==> src/rtl/bst_pkg.sv <==
package bst_pkg;

  localparam logic [3:0] OP_NOP        = 4'd0;
  localparam logic [3:0] OP_OPEN       = 4'd1;
  localparam logic [3:0] OP_CLOSE      = 4'd2;
  localparam logic [3:0] OP_CLOSE_ALL  = 4'd3;
  localparam logic [3:0] OP_CLOSE_SLOT = 4'd4;
  localparam logic [3:0] OP_READ       = 4'd5;
  localparam logic [3:0] OP_WRITE      = 4'd6;
  localparam logic [3:0] OP_REF_ALL    = 4'd7;
  localparam logic [3:0] OP_REF_ONE    = 4'd8;
  localparam logic [3:0] OP_REF_SLOT   = 4'd9;
  localparam logic [3:0] OP_PD_OPEN    = 4'd10;
  localparam logic [3:0] OP_PD_CLOSED  = 4'd11;
  localparam logic [3:0] OP_SR_ENTER   = 4'd12;

  typedef enum logic [1:0] {
    SC_NONE  = 2'd0,
    SC_BANK  = 2'd1,
    SC_SLOT  = 2'd2,
    SC_RANK  = 2'd3
  } scope_e;

  typedef struct packed {
    logic open;
    logic close;
    logic wake;
    logic sleep;
  } effect_t;

endpackage

==> src/rtl/bst_cmd_decode.sv <==
module bst_cmd_decode
  import bst_pkg::*;
(
  input  logic [3:0] op,
  output scope_e     scope,
  output effect_t    eff
);

  always_comb begin
    scope = SC_NONE;
    eff   = '0;
    unique case (op)
      OP_OPEN:       begin scope = SC_BANK; eff.open  = 1'b1; end
      OP_CLOSE:      begin scope = SC_BANK; eff.close = 1'b1; end
      OP_CLOSE_ALL:  begin scope = SC_RANK; eff.close = 1'b1; end
      OP_CLOSE_SLOT: begin scope = SC_SLOT; eff.close = 1'b1; end
      OP_REF_ALL:    begin scope = SC_RANK; eff.wake  = 1'b1; end
      OP_REF_ONE:    begin scope = SC_BANK; eff.wake  = 1'b1; end
      OP_REF_SLOT:   begin scope = SC_SLOT; eff.wake  = 1'b1; end
      OP_PD_OPEN,
      OP_PD_CLOSED,
      OP_SR_ENTER:   begin scope = SC_RANK; eff.sleep = 1'b1; end
      default:       begin scope = SC_NONE; eff = '0; end
    endcase
  end

endmodule

==> src/rtl/bst_target_mask.sv <==
module bst_target_mask
  import bst_pkg::*;
#(
  parameter int NUM_BANKS       = 16,
  parameter int BANKS_PER_GROUP = 4,
  parameter int RANK_W          = 2,
  parameter int RANK_ID         = 0,
  localparam int BANK_W         = (NUM_BANKS > 1) ? $clog2(NUM_BANKS) : 1
) (
  input  logic                 valid,
  input  scope_e               scope,
  input  logic [RANK_W-1:0]    rank,
  input  logic [BANK_W-1:0]    bank,
  output logic [NUM_BANKS-1:0] hit
);

  localparam logic [RANK_W-1:0] MY_RANK = RANK_W'(RANK_ID);

  logic rank_ok;
  int   bank_num;
  int   slot_num;

  assign rank_ok  = valid && (rank == MY_RANK);
  assign bank_num = int'(bank);
  assign slot_num = bank_num % BANKS_PER_GROUP;

  for (genvar i = 0; i < NUM_BANKS; i++) begin : g_sel
    localparam int SLOT = i % BANKS_PER_GROUP;
    always_comb begin
      unique case (scope)
        SC_BANK: hit[i] = rank_ok && (bank_num == i);
        SC_SLOT: hit[i] = rank_ok && (slot_num == SLOT);
        SC_RANK: hit[i] = rank_ok;
        default: hit[i] = 1'b0;
      endcase
    end
  end

endmodule

==> src/rtl/bst_bank_slot.sv <==
module bst_bank_slot
  import bst_pkg::*;
#(
  parameter int ROW_W = 16
) (
  input  logic             clk,
  input  logic             rst,
  input  logic             hit,
  input  effect_t          eff,
  input  logic [ROW_W-1:0] row_in,
  input  logic             blk_req,
  input  logic             pending,
  output logic             open_q,
  output logic [ROW_W-1:0] row_q,
  output logic             sleep_q,
  output logic             blk_q,
  output logic             idle_q
);

  logic blk_n;
  logic sleep_n;
  logic open_n;

  always_comb begin
    open_n = open_q;
    if (hit && eff.open)  open_n = 1'b1;
    if (hit && eff.close) open_n = 1'b0;
  end

  always_comb begin
    sleep_n = sleep_q;
    if (hit && eff.sleep) sleep_n = 1'b1;
    if (hit && eff.wake)  sleep_n = 1'b0;
  end

  // the scheduler's hold request takes precedence over a clearing refresh
  always_comb begin
    blk_n = blk_q;
    if (hit && eff.wake) blk_n = 1'b0;
    if (blk_req)         blk_n = 1'b1;
  end

  always_ff @(posedge clk) begin
    if (rst) begin
      open_q  <= 1'b0;
      sleep_q <= 1'b0;
      blk_q   <= 1'b0;
      idle_q  <= 1'b0;
    end else begin
      open_q  <= open_n;
      sleep_q <= sleep_n;
      blk_q   <= blk_n;
      idle_q  <= !pending && !blk_n;
    end
  end

  always_ff @(posedge clk) begin
    if (rst)                   row_q <= '0;
    else if (hit && eff.open)  row_q <= row_in;
  end

endmodule

==> src/rtl/bank_state_array.sv <==
module bank_state_array
  import bst_pkg::*;
#(
  parameter int NUM_BANKS       = 16,
  parameter int BANKS_PER_GROUP = 4,
  parameter int ROW_W           = 16,
  parameter int RANK_W          = 2,
  parameter int RANK_ID         = 0,
  localparam int BANK_W         = (NUM_BANKS > 1) ? $clog2(NUM_BANKS) : 1
) (
  input  logic                       clk,
  input  logic                       rst,
  input  logic                       cmd_valid,
  input  logic [3:0]                 cmd_op,
  input  logic [RANK_W-1:0]          cmd_rank,
  input  logic [BANK_W-1:0]          cmd_bank,
  input  logic [ROW_W-1:0]           cmd_row,
  input  logic [NUM_BANKS-1:0]       req_pending,
  input  logic [NUM_BANKS-1:0]       blk_set,
  output logic [NUM_BANKS-1:0]       bank_open,
  output logic [NUM_BANKS*ROW_W-1:0] bank_row,
  output logic [NUM_BANKS-1:0]       bank_sleep,
  output logic [NUM_BANKS-1:0]       bank_blocked,
  output logic [NUM_BANKS-1:0]       bank_idle
);

  scope_e               scope;
  effect_t              eff;
  logic [NUM_BANKS-1:0] hit;

  bst_cmd_decode u_dec (
    .op    (cmd_op),
    .scope (scope),
    .eff   (eff)
  );

  bst_target_mask #(
    .NUM_BANKS       (NUM_BANKS),
    .BANKS_PER_GROUP (BANKS_PER_GROUP),
    .RANK_W          (RANK_W),
    .RANK_ID         (RANK_ID)
  ) u_mask (
    .valid (cmd_valid),
    .scope (scope),
    .rank  (cmd_rank),
    .bank  (cmd_bank),
    .hit   (hit)
  );

  for (genvar i = 0; i < NUM_BANKS; i++) begin : g_bank
    bst_bank_slot #(.ROW_W(ROW_W)) u_slot (
      .clk     (clk),
      .rst     (rst),
      .hit     (hit[i]),
      .eff     (eff),
      .row_in  (cmd_row),
      .blk_req (blk_set[i]),
      .pending (req_pending[i]),
      .open_q  (bank_open[i]),
      .row_q   (bank_row[i*ROW_W +: ROW_W]),
      .sleep_q (bank_sleep[i]),
      .blk_q   (bank_blocked[i]),
      .idle_q  (bank_idle[i])
    );
  end

endmodule

==> config.mk <==
export PLATFORM = sky130hd
export DESIGN_NAME = bank_state_array
export DESIGN_NICKNAME = d
export VERILOG_FILES = /design/src/rtl/bst_pkg.sv /design/src/rtl/bst_cmd_decode.sv /design/src/rtl/bst_target_mask.sv /design/src/rtl/bst_bank_slot.sv /design/src/rtl/bank_state_array.sv
export SDC_FILE = /design/constraint.sdc
export NUM_CORES = 1
export LEC_CHECK = 0
export CORE_UTILIZATION = 45
export DETAILED_ROUTE_END_ITERATION = 12
export MAX_ROUTING_LAYER = met4
export PLACE_DENSITY = 0.87
export RECOVER_POWER = 100
export SLEW_MARGIN = 20
export SYNTH_ARGS = -nofsm -noshare
export SYNTH_HDL_FRONTEND = slang
export SYNTH_HIERARCHICAL = 1
export SYNTH_SLANG_ARGS = --single-unit
==> constraint.sdc <==
create_clock -name clk -period 3.5 [get_ports clk]
set_clock_uncertainty 0.2 [all_clocks]
set_input_delay 0.875 -clock clk [delete_from_list [all_inputs] [get_ports clk]]
set_output_delay 0.875 -clock clk [all_outputs]
set_load 0.03 [all_outputs]
==> metrics.txt, run 1 <==
run status complete, no violations; synthesized area 0.0152 sq mm; total power draw 8060 uW; max frequency 303 MHz; Top Usage Layer GRT met2; CP peak stage delay 0.51 ns; count of TritonRoute iterations in the first routing pass 5; Tmin final 3.30 ns; main flop type after synthesis dfxtp_1; port buffer count 380; Seq pwr share 45.7%; Synth top area share 42.1%; Final HPWL DP 31200 um; leakage power 0.00788 uW; register bit count reported by yosys 320; Worst Path Arrival 3.51 ns; Net count, final 1849; FF-to-FF Start g_bank[10].u_slot/blk_q; most frequent cell after synthesis dfxtp_1; htree depth 2; worst hold stages 2; GRT overflow 0; First DRT Iteration DRCs 920; worst hold path type reg2reg; Worst Path Max Fanout 36; clock power share 45.9%; largest net degree at the start of global routing 64; Layout area overhead 31.0%; RSZ-0062 raised after global routing false; Worst-Margin Slew 0.792 ns; global routing usage on met2 43.9%; Unique masters post-synth 30; die height 186 um; Worst Setup Path Type in2reg; die width 186 um; Async SR Flop Fraction 0%; cts hold-fix bufs 0; final setup fails 0; Cell Rows 66; Crit. Startpoint cmd_op[2]; initial antenna violation count 0; final hold vios 0; endpoint type of the worst setup path register; flop2flop setup slack 2.36 ns; # diodes 0; worst vdd ir 0.000305 V; IO Count 381; total negative slack 0 ns; Sw Pwr 1970 uW; drt drc 0; share of cells above drive strength 1 19.9%; via count 12800; kind of start point of the critical path input port; Seq/Total Area, Yosys 42.1%; final core utilization 60.6%; antenna viol nets, final 0; drt wl/cell 21.5 um; GRT Resource Usage Total 28.0%; cts repair resizes 0; clock buffer count from CTS 35; Min-Delay Endpoint g_bank[12].u_slot/open_q; die footprint 0.0346 sq mm; depth of the most critical reg-to-reg path 2; top cells by count, synth dfxtp_1 (320), nand3_1 (256), a21bo_1 (208), a21oi_2 (208), buf_6 (97); worst-skew pair later-pin latency 0.51 ns; Mean Syn Cell Area 10.6 sq um; sw frac 24.5%; cell breakdown of the critical path clkdlybuf4s50_1, nand2b_1, nand2_1, a221o_1, and2b_4, a31oi_4, o21ai_2, clkbuf_4, a21oi_1, a211oi_1; GP Congestion 0.790; Worst slew margin 47.1%; PwrDens 404 mW/mm^2; via/cell ratio 5.66; Initial Util 46.3%; met3 GRT Util 5.34%; MaxCap Viol Count 0; first-pass GRT wire length 72200 um; Synth area leaders dfxtp_1 (42%), a21bo_1 (14%), a21oi_2 (12%); EDFF count, synth 0; area leader, netlist dfxtp_1; design area 0.0199 sq mm; Post-Synthesis Cells 1440; clk slew on worst S/H paths 0.06 ns; Max clock buf depth 3; fin crit share 94.3%; core area 0.0329 sq mm; clock root buffer clkbuf_16; Pins Over Slew Limit 0; met1 Use GR 35.0%; Num Clock Sinks 320; Reg2Reg Capture Point g_bank[10].u_slot/idle_q; Detailed Route WL 48400 um; vias in the first global route 12300; post-synth net total 1501; Int Pwr 6080 uW; Logic pwr share 8.4%; setup bufs post-CTS 0; Slowest-stage cell, CP clkdlybuf4s50_1; placed instance area 0.0194 sq mm; Yosys warning total 6; Worst Hold Launch g_bank[12].u_slot/open_q; WP data required 3.71 ns; CTS tree yes
[per-layer routing]
| metal | part of all wire (%) | vias up |
|---|---|---|
| met5 | 0 | - |
| met4 | 4.6 | 0 |
| met3 | 8.3 | 137 |
| met2 | 46 | 614 |
| met1 | 41 | 6136 |
| li1 | - | 5865 |
[cell families after synthesis]
group           after synthesis  share of synthesized area [%]
mux                           1                         0.0658
flops                       320                           42.1
compound gates              615                           36.1
simple gates                307                           11.3
buf+inv                     197                           10.5
[power groups by stage]
stage / Combinational, uW / Clock, uW / Sequential, uW
after floorplan: 321 / 0 / 3810
after global placement: 688 / 0 / 3760
after detailed placement: 702 / 0 / 3760
after CTS: 707 / 3730 / 3680
after global routing: 702 / 3910 / 3680
final: 674 / 3700 / 3680
[state kept, by name, indices dropped and copies added, names as in the netlist]
register,count
g_bank.u_slot/row_q,256
g_bank.u_slot/blk_q,16
g_bank.u_slot/idle_q,16
g_bank.u_slot/open_q,16
g_bank.u_slot/sleep_q,16
[worst max-delay path by stage]
stage	to	slack (ns)	depth (start not counted)
final	g_bank[6].u_slot/sleep_q	0.20	10
after global routing	g_bank[6].u_slot/open_q	0.1	10
after CTS	g_bank[1].u_slot/sleep_q	0.35	11
after detailed placement	g_bank[3].u_slot/idle_q	-0.16	10
after global placement	g_bank[10].u_slot/row_q[3]	-0.08	11
after floorplan	g_bank[0].u_slot/idle_q	0.42	5
[per-stage QoR]
step / std cells / worst slack, ns / hold WS, ns
6_report: 2254 / 0.199 / 0.274
5_1_grt: 2254 / 0.0999 / 0.283
4_1_cts: 2254 / 0.352 / 0.276
2_1_floorplan: 1440 / 0.418 / 0.398
3_3_place_gp: 2193 / -0.0755 / 0.257
3_5_place_dp: 2193 / -0.161 / 0.267
[placed cells by master (no fill, tap or decap), types with 2 or more instances in the layout]
cell	count
a211oi_1	16
a21bo_1	208
a21bo_2	64
a21oi_1	160
a21oi_2	128
a221o_1	2
a221oi_1	16
a31oi_4	3
buf_12	30
buf_4	47
clkbuf_1	16
clkbuf_16	37
clkbuf_4	3
clkbuf_8	9
clkdlybuf4s50_1	59
clkinv_2	8
dfxtp_1	320
dlygate4sd3_1	320
inv_1	35
nand2_1	19
nand3_1	256
nand4b_1	2
nor2_1	3
nor2_4	2
nor4b_1	10
nor4b_2	6
o21ai_0	5
o21ai_2	7
o21ai_4	4
[worst max-delay path, delay by kind of cell]
kind / cells / cell delay (ns)
and+or+nand+nor: 3 / 0.63
buffers and inverters: 2 / 0.93
AOI/OAI and AO/OA: 5 / 1.05
[cell type report]
| cell class | count | area, sq um |
|---|---|---|
| Clock buffer | 50 | 1060 |
| Sequential cell | 320 | 6410 |
| Clock inverter | 11 | 86.3 |
| Inverter | 35 | 131 |
| Timing Repair Buffer | 473 | 4830 |
| Tap cell | 442 | 553 |
| Fill cell | 2687 | 12900 |
| Multi-Input combinational cell | 923 | 6850 |
Power figures use the tool's default switching activity.
==> run 2, diff against run 1 <==
CORE_UTILIZATION = 43   (was 45)
SYNTH_HIERARCHICAL = unset   (was 1)
==> metrics.txt, run 2 <==
run status complete, no violations; count of TritonRoute iterations in the first routing pass 6; total negative slack 0 ns; depth of the most critical reg-to-reg path 2; Worst Hold Launch g_bank[15].u_slot.row_q[0]; top cells by count, synth nand2_1 (408), dfxtp_1 (320), mux2i_1 (144), a21oi_1 (132), clkbuf_1 (74); GRT overflow 0; WP data required 3.79 ns; worst hold path type reg2reg; core area 0.0288 sq mm; RSZ-0062 raised after global routing false; worst vdd ir 0.000402 V; drt wl/cell 19.8 um; # diodes 0; Worst slew margin 47.2%; WL met3 3800 um; largest net degree at the start of global routing 169; final setup fails 0; Seq/Total Area, Yosys 50.7%; clock root buffer clkbuf_16; setup bufs post-CTS 0; Pins Over Slew Limit 0; main flop type after synthesis dfxtp_1; worst-skew pair later-pin latency 0.56 ns; GRT Resource Usage Total 27.9%; Mean Syn Cell Area 8.97 sq um; port buffer count 380; flop2flop setup slack 2.44 ns; leakage power 0.00805 uW; share of cells above drive strength 1 6.78%; htree depth 1; register bit count reported by yosys 320; Reg with most FFs g_bank.u_slot.row_q; die width 173 um; via count 11500; Post-Synthesis Cells 1409; Max clock buf depth 3; final hold vios 0; Synth top area share 50.7%; most frequent cells in the layout nand2_1 (408), dlygate4sd3_1 (323), dfxtp_1 (320); Net count, final 1781; Unique masters post-synth 55; First DRT Iteration DRCs 865; fin crit share 91.6%; FF-to-FF Start g_bank[12].u_slot.blk_q; antenna viol nets, final 0; Worst Path Max Fanout 19; uppermost routed layer met4; Post-Layout Cell Count 2125; endpoint type of the worst setup path register; Worst Setup Path Type in2reg; drt drc 0; DRT met1 WL 17200 um; cts hold-fix bufs 0; Layout fillers 2276; max frequency 312 MHz; clock buffer count from CTS 31; kind of start point of the critical path input port; Yosys warning total 0; Worst setup endpoint g_bank[13].u_slot.row_q[12]; Crit. Startpoint cmd_op[2]; Layout area overhead 38.7%; die height 173 um; synthesized area 0.0126 sq mm; Num Clock Sinks 320; Cell Rows 62; cts repair resizes 0; Synth area leaders dfxtp_1 (51%), nand2_1 (12%), mux2i_1 (11%); Final HPWL DP 29000 um; EDFF count, synth 0; initial antenna violation count 0; Detailed Route WL 42100 um; PwrDens 419 mW/mm^2; vias in the first global route 11700; clk slew on worst S/H paths 0.06 ns; Tmin final 3.21 ns; first-pass GRT wire length 64600 um; MaxCap Viol Count 0; Worst-Margin Slew 0.792 ns; Async SR Flop Fraction 0%; commonest non-fill, non-tap cell in the layout nand2_1; via/cell ratio 5.39; IO Count 381; Placed Cells incl. Taps 2071; area leader, netlist dfxtp_1; most frequent cell after synthesis nand2_1; Initial Util 43.9%; met2 routed WL 19200 um; die footprint 0.0301 sq mm; Worst Path Arrival 3.49 ns; Setup WS pre-CTS 0.0330 ns; GP Congestion 0.969; post-synth net total 1470; setup ws final 0.294 ns; Reg2Reg Capture Point g_bank[12].u_slot.blk_q; Largest register FFs 256; CTS tree yes
## run 2: layout make-up
cell class              instances  area, sq um  share of cell area [%]
flip-flops and latches        320         6410                    36.5
multi-input cells             896         5120                    29.2
repair buffers                443         4480                    25.5
clock buffers                  47          896                    5.11
well taps                     384          480                    2.74
inverters                      28          108                   0.614
clock inverters                 7         42.5                   0.243
## run 2: worst min path at each step
stage / endpoint / slack, ns / cells after the start
3_3_place_gp: g_bank[11].u_slot.row_q[1] / 0.24 / 2
3_5_place_dp: g_bank[15].u_slot.row_q[13] / 0.24 / 2
4_1_cts: g_bank[15].u_slot.row_q[13] / 0.25 / 2
5_1_grt: g_bank[1].u_slot.row_q[1] / 0.26 / 2
6_report: g_bank[15].u_slot.row_q[0] / 0.25 / 2
2_1_floorplan: g_bank[10].u_slot.sleep_q / 0.23 / 2
## run 2: logic make-up (layout without fill, tap and decap cells)
| family | Yosys count | in the layout | synth area share (%) |
|---|---|---|---|
| DFF | 320 | 320 | 50.7 |
| buffers and inverters | 193 | 525 | 8.10 |
| muxes | 144 | 144 | 11.4 |
| AOI/OAI and AO/OA | 241 | 241 | 12.9 |
| and+or+nand+nor | 511 | 511 | 16.9 |
## run 2: worst max-delay path, stage by stage
cell           delay, ns
dlygate4sd3_1       0.60
buf_12              0.16
nand2b_1            0.21
a21oi_1             0.13
o21a_1              0.22
buf_12              0.15
o31ai_1             0.61
buf_12              0.27
mux2i_1             0.23
## run 2: through the flow
step | power [uW] | instance area, sq um | hold WS [ns] | util (%)
2_1_floorplan | 4060 | 12600 | 0.233 | -
3_3_place_gp | 4250 | 16700 | 0.238 | 58.2
3_5_place_dp | 4260 | 16700 | 0.242 | 58.2
4_1_cts | 7390 | 17700 | 0.251 | 61.4
5_1_grt | 7540 | 17500 | 0.264 | 60.9
6_report | 7340 | 17500 | 0.249 | 60.9
## run 2: layer usage
| layer | up-vias | track usage [%] |
|---|---|---|
| li1 | 5300 | - |
| met1 | 5457 | 33.4 |
| met2 | 566 | 44.1 |
| met3 | 139 | 7.19 |
| met4 | 0 | 12.4 |
| met5 | - | - |
## run 2: power breakdown
part / internal, uW / total, uW / switching, uW
registers: 3670 / 3690 / 15.1
clock network: 1750 / 3170 / 1420
logic: 168 / 482 / 314
